File: src/rtl/trim_pkg.sv
package trim_pkg;

    parameter int TRIM_NUM_CH  = 32;
    parameter int TRIM_CODE_W  = 6;
    parameter int TRIM_SYNC_N  = 2;

    // Bundle of asynchronous inputs crossing into the system clock domain
    typedef struct packed {
        logic load;
        logic sclk;
        logic data;
    } async_in_t;

    localparam int ASYNC_W = $bits(async_in_t);

    function automatic int addr_bits(input int n);
        return (n > 1) ? $clog2(n) : 1;
    endfunction

endpackage

File: src/rtl/trim_sync.sv
module trim_sync #(
    parameter int WIDTH  = 3,
    parameter int STAGES = 2
) (
    input  logic             clk,
    input  logic             rst,
    input  logic [WIDTH-1:0] d_i,
    output logic [WIDTH-1:0] q_o
);
    logic [WIDTH-1:0] chain [STAGES];

    always_ff @(posedge clk) begin
        if (rst) begin
            for (int s = 0; s < STAGES; s++) chain[s] <= '0;
        end else begin
            chain[0] <= d_i;
            for (int s = 1; s < STAGES; s++) chain[s] <= chain[s-1];
        end
    end

    assign q_o = chain[STAGES-1];
endmodule

File: src/rtl/trim_rise.sv
module trim_rise #(
    parameter int WIDTH = 2
) (
    input  logic             clk,
    input  logic             rst,
    input  logic [WIDTH-1:0] lvl_i,
    output logic [WIDTH-1:0] rise_o
);
    logic [WIDTH-1:0] prev_q;

    always_ff @(posedge clk) begin
        if (rst) prev_q <= '0;
        else     prev_q <= lvl_i;
    end

    assign rise_o = lvl_i & ~prev_q;

    // A level held high yields a single-cycle pulse only
    p_single_pulse_r6: assert property (@(posedge clk) disable iff (rst)
        rise_o[WIDTH-1] |=> !rise_o[WIDTH-1]);
endmodule

File: src/rtl/trim_shift.sv
module trim_shift #(
    parameter int CODE_W = 6
) (
    input  logic              clk,
    input  logic              rst,
    input  logic              shift_i,
    input  logic              bit_i,
    output logic [CODE_W-1:0] par_o
);
    logic [CODE_W-1:0] sr_q;

    always_ff @(posedge clk) begin
        if (rst)          sr_q <= '0;
        else if (shift_i) sr_q <= {sr_q[CODE_W-2:0], bit_i};
    end

    assign par_o = sr_q;

    p_hold_no_shift_r7: assert property (@(posedge clk) disable iff (rst)
        !shift_i |=> $stable(par_o));
    p_msb_first_r2: assert property (@(posedge clk) disable iff (rst)
        shift_i |=> par_o[CODE_W-1:1] == $past(par_o[CODE_W-2:0]));
endmodule

File: src/rtl/trim_bank.sv
module trim_bank #(
    parameter int NUM_CH = 32,
    parameter int CODE_W = 6,
    parameter int ADDR_W = 5
) (
    input  logic                     clk,
    input  logic                     rst,
    input  logic                     wr_i,
    input  logic [ADDR_W-1:0]        wr_addr_i,
    input  logic [CODE_W-1:0]        wr_code_i,
    input  logic [ADDR_W-1:0]        rd_addr_i,
    output logic [CODE_W-1:0]        rd_code_o,
    output logic [NUM_CH*CODE_W-1:0] codes_o
);
    logic [CODE_W-1:0] slot_q [NUM_CH];

    always_ff @(posedge clk) begin
        if (rst) begin
            for (int c = 0; c < NUM_CH; c++) slot_q[c] <= '0;
        end else if (wr_i && (int'(wr_addr_i) < NUM_CH)) begin
            slot_q[wr_addr_i] <= wr_code_i;
        end
    end

    always_comb begin
        rd_code_o = '0;
        if (int'(rd_addr_i) < NUM_CH) rd_code_o = slot_q[rd_addr_i];
    end

    for (genvar c = 0; c < NUM_CH; c++) begin : g_ch
        assign codes_o[c*CODE_W +: CODE_W] = slot_q[c];

        p_write_lands_r3: assert property (@(posedge clk) disable iff (rst)
            (wr_i && int'(wr_addr_i) == c) |=> codes_o[c*CODE_W +: CODE_W] == $past(wr_code_i));
        p_others_kept_r4: assert property (@(posedge clk) disable iff (rst)
            (wr_i && int'(wr_addr_i) != c) |=> $stable(codes_o[c*CODE_W +: CODE_W]));
    end

    p_no_write_stable_r5: assert property (@(posedge clk) disable iff (rst)
        !wr_i |=> $stable(codes_o));
endmodule

File: src/rtl/trim_loader.sv
module trim_loader
    import trim_pkg::*;
#(
    parameter int NUM_CH = TRIM_NUM_CH,
    parameter int CODE_W = TRIM_CODE_W,
    parameter int SYNC_N = TRIM_SYNC_N,
    parameter int ADDR_W = addr_bits(NUM_CH)
) (
    input  logic                     clk,
    input  logic                     rst,
    input  logic                     ser_clk_i,
    input  logic                     ser_data_i,
    input  logic                     load_i,
    input  logic [ADDR_W-1:0]        scan_addr_i,
    input  logic [ADDR_W-1:0]        rd_addr_i,
    output logic [NUM_CH*CODE_W-1:0] codes_o,
    output logic [CODE_W-1:0]        rd_code_o
);
    async_in_t         raw, synced;
    logic [1:0]        strobe_rise;   // [1] load, [0] serial clock
    logic [CODE_W-1:0] coef;

    assign raw = '{load: load_i, sclk: ser_clk_i, data: ser_data_i};

    trim_sync #(.WIDTH(ASYNC_W), .STAGES(SYNC_N)) u_sync (
        .clk (clk),
        .rst (rst),
        .d_i (raw),
        .q_o (synced)
    );

    trim_rise #(.WIDTH(2)) u_rise (
        .clk    (clk),
        .rst    (rst),
        .lvl_i  ({synced.load, synced.sclk}),
        .rise_o (strobe_rise)
    );

    trim_shift #(.CODE_W(CODE_W)) u_shift (
        .clk     (clk),
        .rst     (rst),
        .shift_i (strobe_rise[0]),
        .bit_i   (synced.data),
        .par_o   (coef)
    );

    trim_bank #(.NUM_CH(NUM_CH), .CODE_W(CODE_W), .ADDR_W(ADDR_W)) u_bank (
        .clk       (clk),
        .rst       (rst),
        .wr_i      (strobe_rise[1]),
        .wr_addr_i (scan_addr_i),
        .wr_code_i (coef),
        .rd_addr_i (rd_addr_i),
        .rd_code_o (rd_code_o),
        .codes_o   (codes_o)
    );
endmodule

File: config.mk
export PLATFORM = sky130hd
export DESIGN_NAME = trim_loader
export DESIGN_NICKNAME = d
export VERILOG_FILES = /design/src/rtl/trim_pkg.sv /design/src/rtl/trim_sync.sv /design/src/rtl/trim_rise.sv /design/src/rtl/trim_shift.sv /design/src/rtl/trim_bank.sv /design/src/rtl/trim_loader.sv
export SDC_FILE = /design/constraint.sdc
export NUM_CORES = 1
export LEC_CHECK = 0
export ABC_AREA = 1
export BUFFER_PORTS_ARGS = -buffer_cell sky130_fd_sc_hd__buf_2
export CAP_MARGIN = 25
export CORE_ASPECT_RATIO = 1.25
export CORE_MARGIN = 4
export CORE_UTILIZATION = 30
export DETAILED_ROUTE_END_ITERATION = 10
export SYNTH_ARGS = -nofsm -noshare
export SYNTH_HDL_FRONTEND = slang
export SYNTH_HIERARCHICAL = 1
export SYNTH_SLANG_ARGS = --single-unit
File: constraint.sdc
create_clock -name clk -period 3.2 [get_ports clk]
set_input_delay 0 -clock clk [delete_from_list [all_inputs] [get_ports clk]]
set_output_delay 0 -clock clk [all_outputs]
set_load 0.02 [all_outputs]
==> results_dict.tcl <==
set metrics [dict create \
    dieHeight_um 206 \
    synth-main-ff-cell "edfxtp_1" \
    ant_nets 0 \
    fin_nets 1222 \
    synth_cell_types 15 \
    area_growth_pct 22.2 \
    cp_cell_sequence "inv_1 > nor2_1 > nand2_1 > nor3_4 > nand2_1 > nand2_1" \
    die-area_um2 34300 \
    final_max_slew_viol_count 0 \
    setup_slack_ns 0.934 \
    synth_edf_count 192 \
    grt_usage 0.181 \
    clk_pin_slew_ns 0.06 \
    fillers 3165 \
    critPathTopFamily "simple AND/OR/NAND/NOR gates" \
    grt_pass1_wl_mm 47.0 \
    critPathMaxFanout 8 \
    grt_remaining_overflow 0 \
    fmax_mhz 441 \
    grt_use_met2 0.317 \
    worst_setup_path_end_kind "register" \
    initial_utilization 0.304 \
    yosysWarnings 6 \
    critPathRequiredTime_ns 3.38 \
    n_antenna_cell 0 \
    place_ws_ns 0.981 \
    maxCapViolations 0 \
    rsz0062_at_grt "false" \
    cts-buffers-inserted 23 \
    drt_iter0_drc 793 \
    antenna_found_initial 2 \
    post_dp_cell_area_um2 10700 \
    worst_hold_slack_ns 0.163 \
    critPathArrivalTime_ns 2.44 \
    use_met1 0.228 \
    min_path_type "in2reg" \
    grt_max_degree 97 \
    async_flop_share 0 \
    syn_area_per_cell_um2 9.26 \
    slew_headroom 0.345 \
    ys_seq_area_frac 0.641 \
    placementRows 72 \
    worstMarginPinSlew_ns 0.982 \
    die_w_um 167 \
    clk_latency_ns 0.50 \
    wl_per_cell_um 19.8 \
    cts_tree "yes" \
    crit_buf_inv 1 \
    layout-drive-gt1-share 0.214 \
    p_per_area_nw_per_um2 541 \
    grt_pass1_vias 7830 \
    drc 0 \
    hold_viol 0 \
    max_stage_delay_ns 0.64 \
    skew_ns 0.0111 \
    top_usage_layer "met2" \
    status "finished clean" \
    fp.coreArea_um2 31000 \
    dp_hpwl_mm 23.1 \
    synth_seq_cells 206 \
    fin_crit_ns 2.27 \
    worst_path_max_delay_cell "nor3_4" \
    crit_path_start_kind "register" \
    syn_inst 1018 \
    cts_buffer_depth 3 \
    syn_nets 1033 \
    postLayoutCellArea_um2 11500 \
    p_leak_nw 4.80 \
    htreeDepth 1 \
    power_mw 6.24 \
    post-synth-top-area-cell "edfxtp_1" \
    crit_top_cell "nand2_1" \
    drtPass1Iterations 5 \
    vias 7972 \
    netlist_area_um2 9430 \
    numPortBuffers 212 \
    drt_wl_total_mm 32.3 \
    clockRootBuffer "clkbuf_16" \
    clock_sinks 206 \
    finalSetupViolCount 0 \
    criticalPathCategory "reg2reg" \
    min_from "scan_addr_i[2]" \
    worst_ir_drop_vdd_uv 230 \
    viasPerCell 4.89 \
    fin_crit_sh 0.708 \
    ys_top_cells_by_count "nand2_1 (347), nor2_1 (214), edfxtp_1 (192), nand3_1 (144), inv_1 (30)" \
    finalSetupTns_ns 0 \
    place.gp.congestion 0.847 \
    yosysMostFrequentCell "nand2_1" \
    crit_start "u_sync/chain[0][5]" \
    met3_usage 0.0419 \
    synth_top_area_share 0.612 \
    r2r_start "u_sync/chain[0][5]" \
    ios 213 \
    synth_area_leaders "edfxtp_1 (61%), nand2_1 (14%), nor2_1 (8.5%)" \
]
==> registers in the layout, summed over array words and instances (netlist names) <==
signal / count
u_bank/slot_q: 192
u_shift/par_o: 6
u_sync/chain: 6
u_rise/prev_q: 2
==> worst min-delay path, delay by kind of cell <==
family,cells,cell delay [ns]
AND/OR/NAND/NOR,3,0.36
buffers and inverters,1,0.13
==> routing by layer <==
layer  wire length (um)  vias to the layer above  share of wire
li1                   -                     3717              -
met1              12200                     3755           0.38
met2              16000                      447           0.50
met3               3340                       49           0.10
met4                755                        4          0.023
met5                 33                        -         0.0010
==> report_power, final <==
part / total (mW) / internal, mW / leakage, nW / switching, mW
Clock: 2.49 / 1.48 / 0.338 / 1.01
Sequential: 3.10 / 3.03 / 2.10 / 0.0719
Combinational: 0.649 / 0.165 / 2.36 / 0.484
==> worst paths after layout <==
path                            cells after the start  slack (ns)              endpoint
worst min-delay path                                4        0.16   u_bank/slot_q[0][0]
worst max register to register                      6        0.93  u_bank/slot_q[26][2]
worst max-delay path                                6        0.93  u_bank/slot_q[26][2]
worst min register to register                      2        0.40    u_sync/chain[0][4]
==> kinds of logic (layout without fill, tap and decap cells) <==
| logic type | count (synthesis) | in the layout | share of synthesized area |
|---|---|---|---|
| buffers and inverters | 95 | 299 | 0.0478 |
| DFF | 206 | 206 | 0.641 |
| and+or+nand+nor | 717 | 717 | 0.311 |
==> cell usage in the layout (no fill, tap or decap) <==
cell and n:
clkbuf_1 6, inv_4 1, inv_2 5, buf_2 212, nor3_1 8, clkbuf_16 23
nor3_4 4, clkinv_1 4, dfxtp_1 14, nand2_1 347, bufinv_16 2, clkinvlp_4 3
clkinv_2 4, nand3_1 144, buf_4 7, edfxtp_1 192, inv_1 24, buf_12 1
dlygate4sd3_1 7, nor2_1 214
==> area by class of cell <==
type | instances | area (um2) | share of cell area
flip-flops and latches | 206 | 6050 | 0.525
multi-input cells | 717 | 2930 | 0.254
repair buffers | 227 | 1200 | 0.104
clock buffers | 29 | 598 | 0.0519
well taps | 407 | 509 | 0.0442
inverters | 32 | 123 | 0.0106
clock inverters | 11 | 110 | 0.00956
==> through the flow <==
step                 util  std cells
finish              0.372       1629
global route        0.372       1629
detailed placement  0.347       1582
global placement    0.347       1582
floorplan               -       1018
CTS                 0.372       1629
==> what timing repair did <==
| item | CTS | global route |
|---|---|---|
| hold buffers | 7 | 0 |
| endpoints found under the hold margin | 14 | 0 |
| setup buffers | 0 | 0 |
| resized for setup | 0 | 0 |
Note: power is estimated with default switching activity, not from simulation.
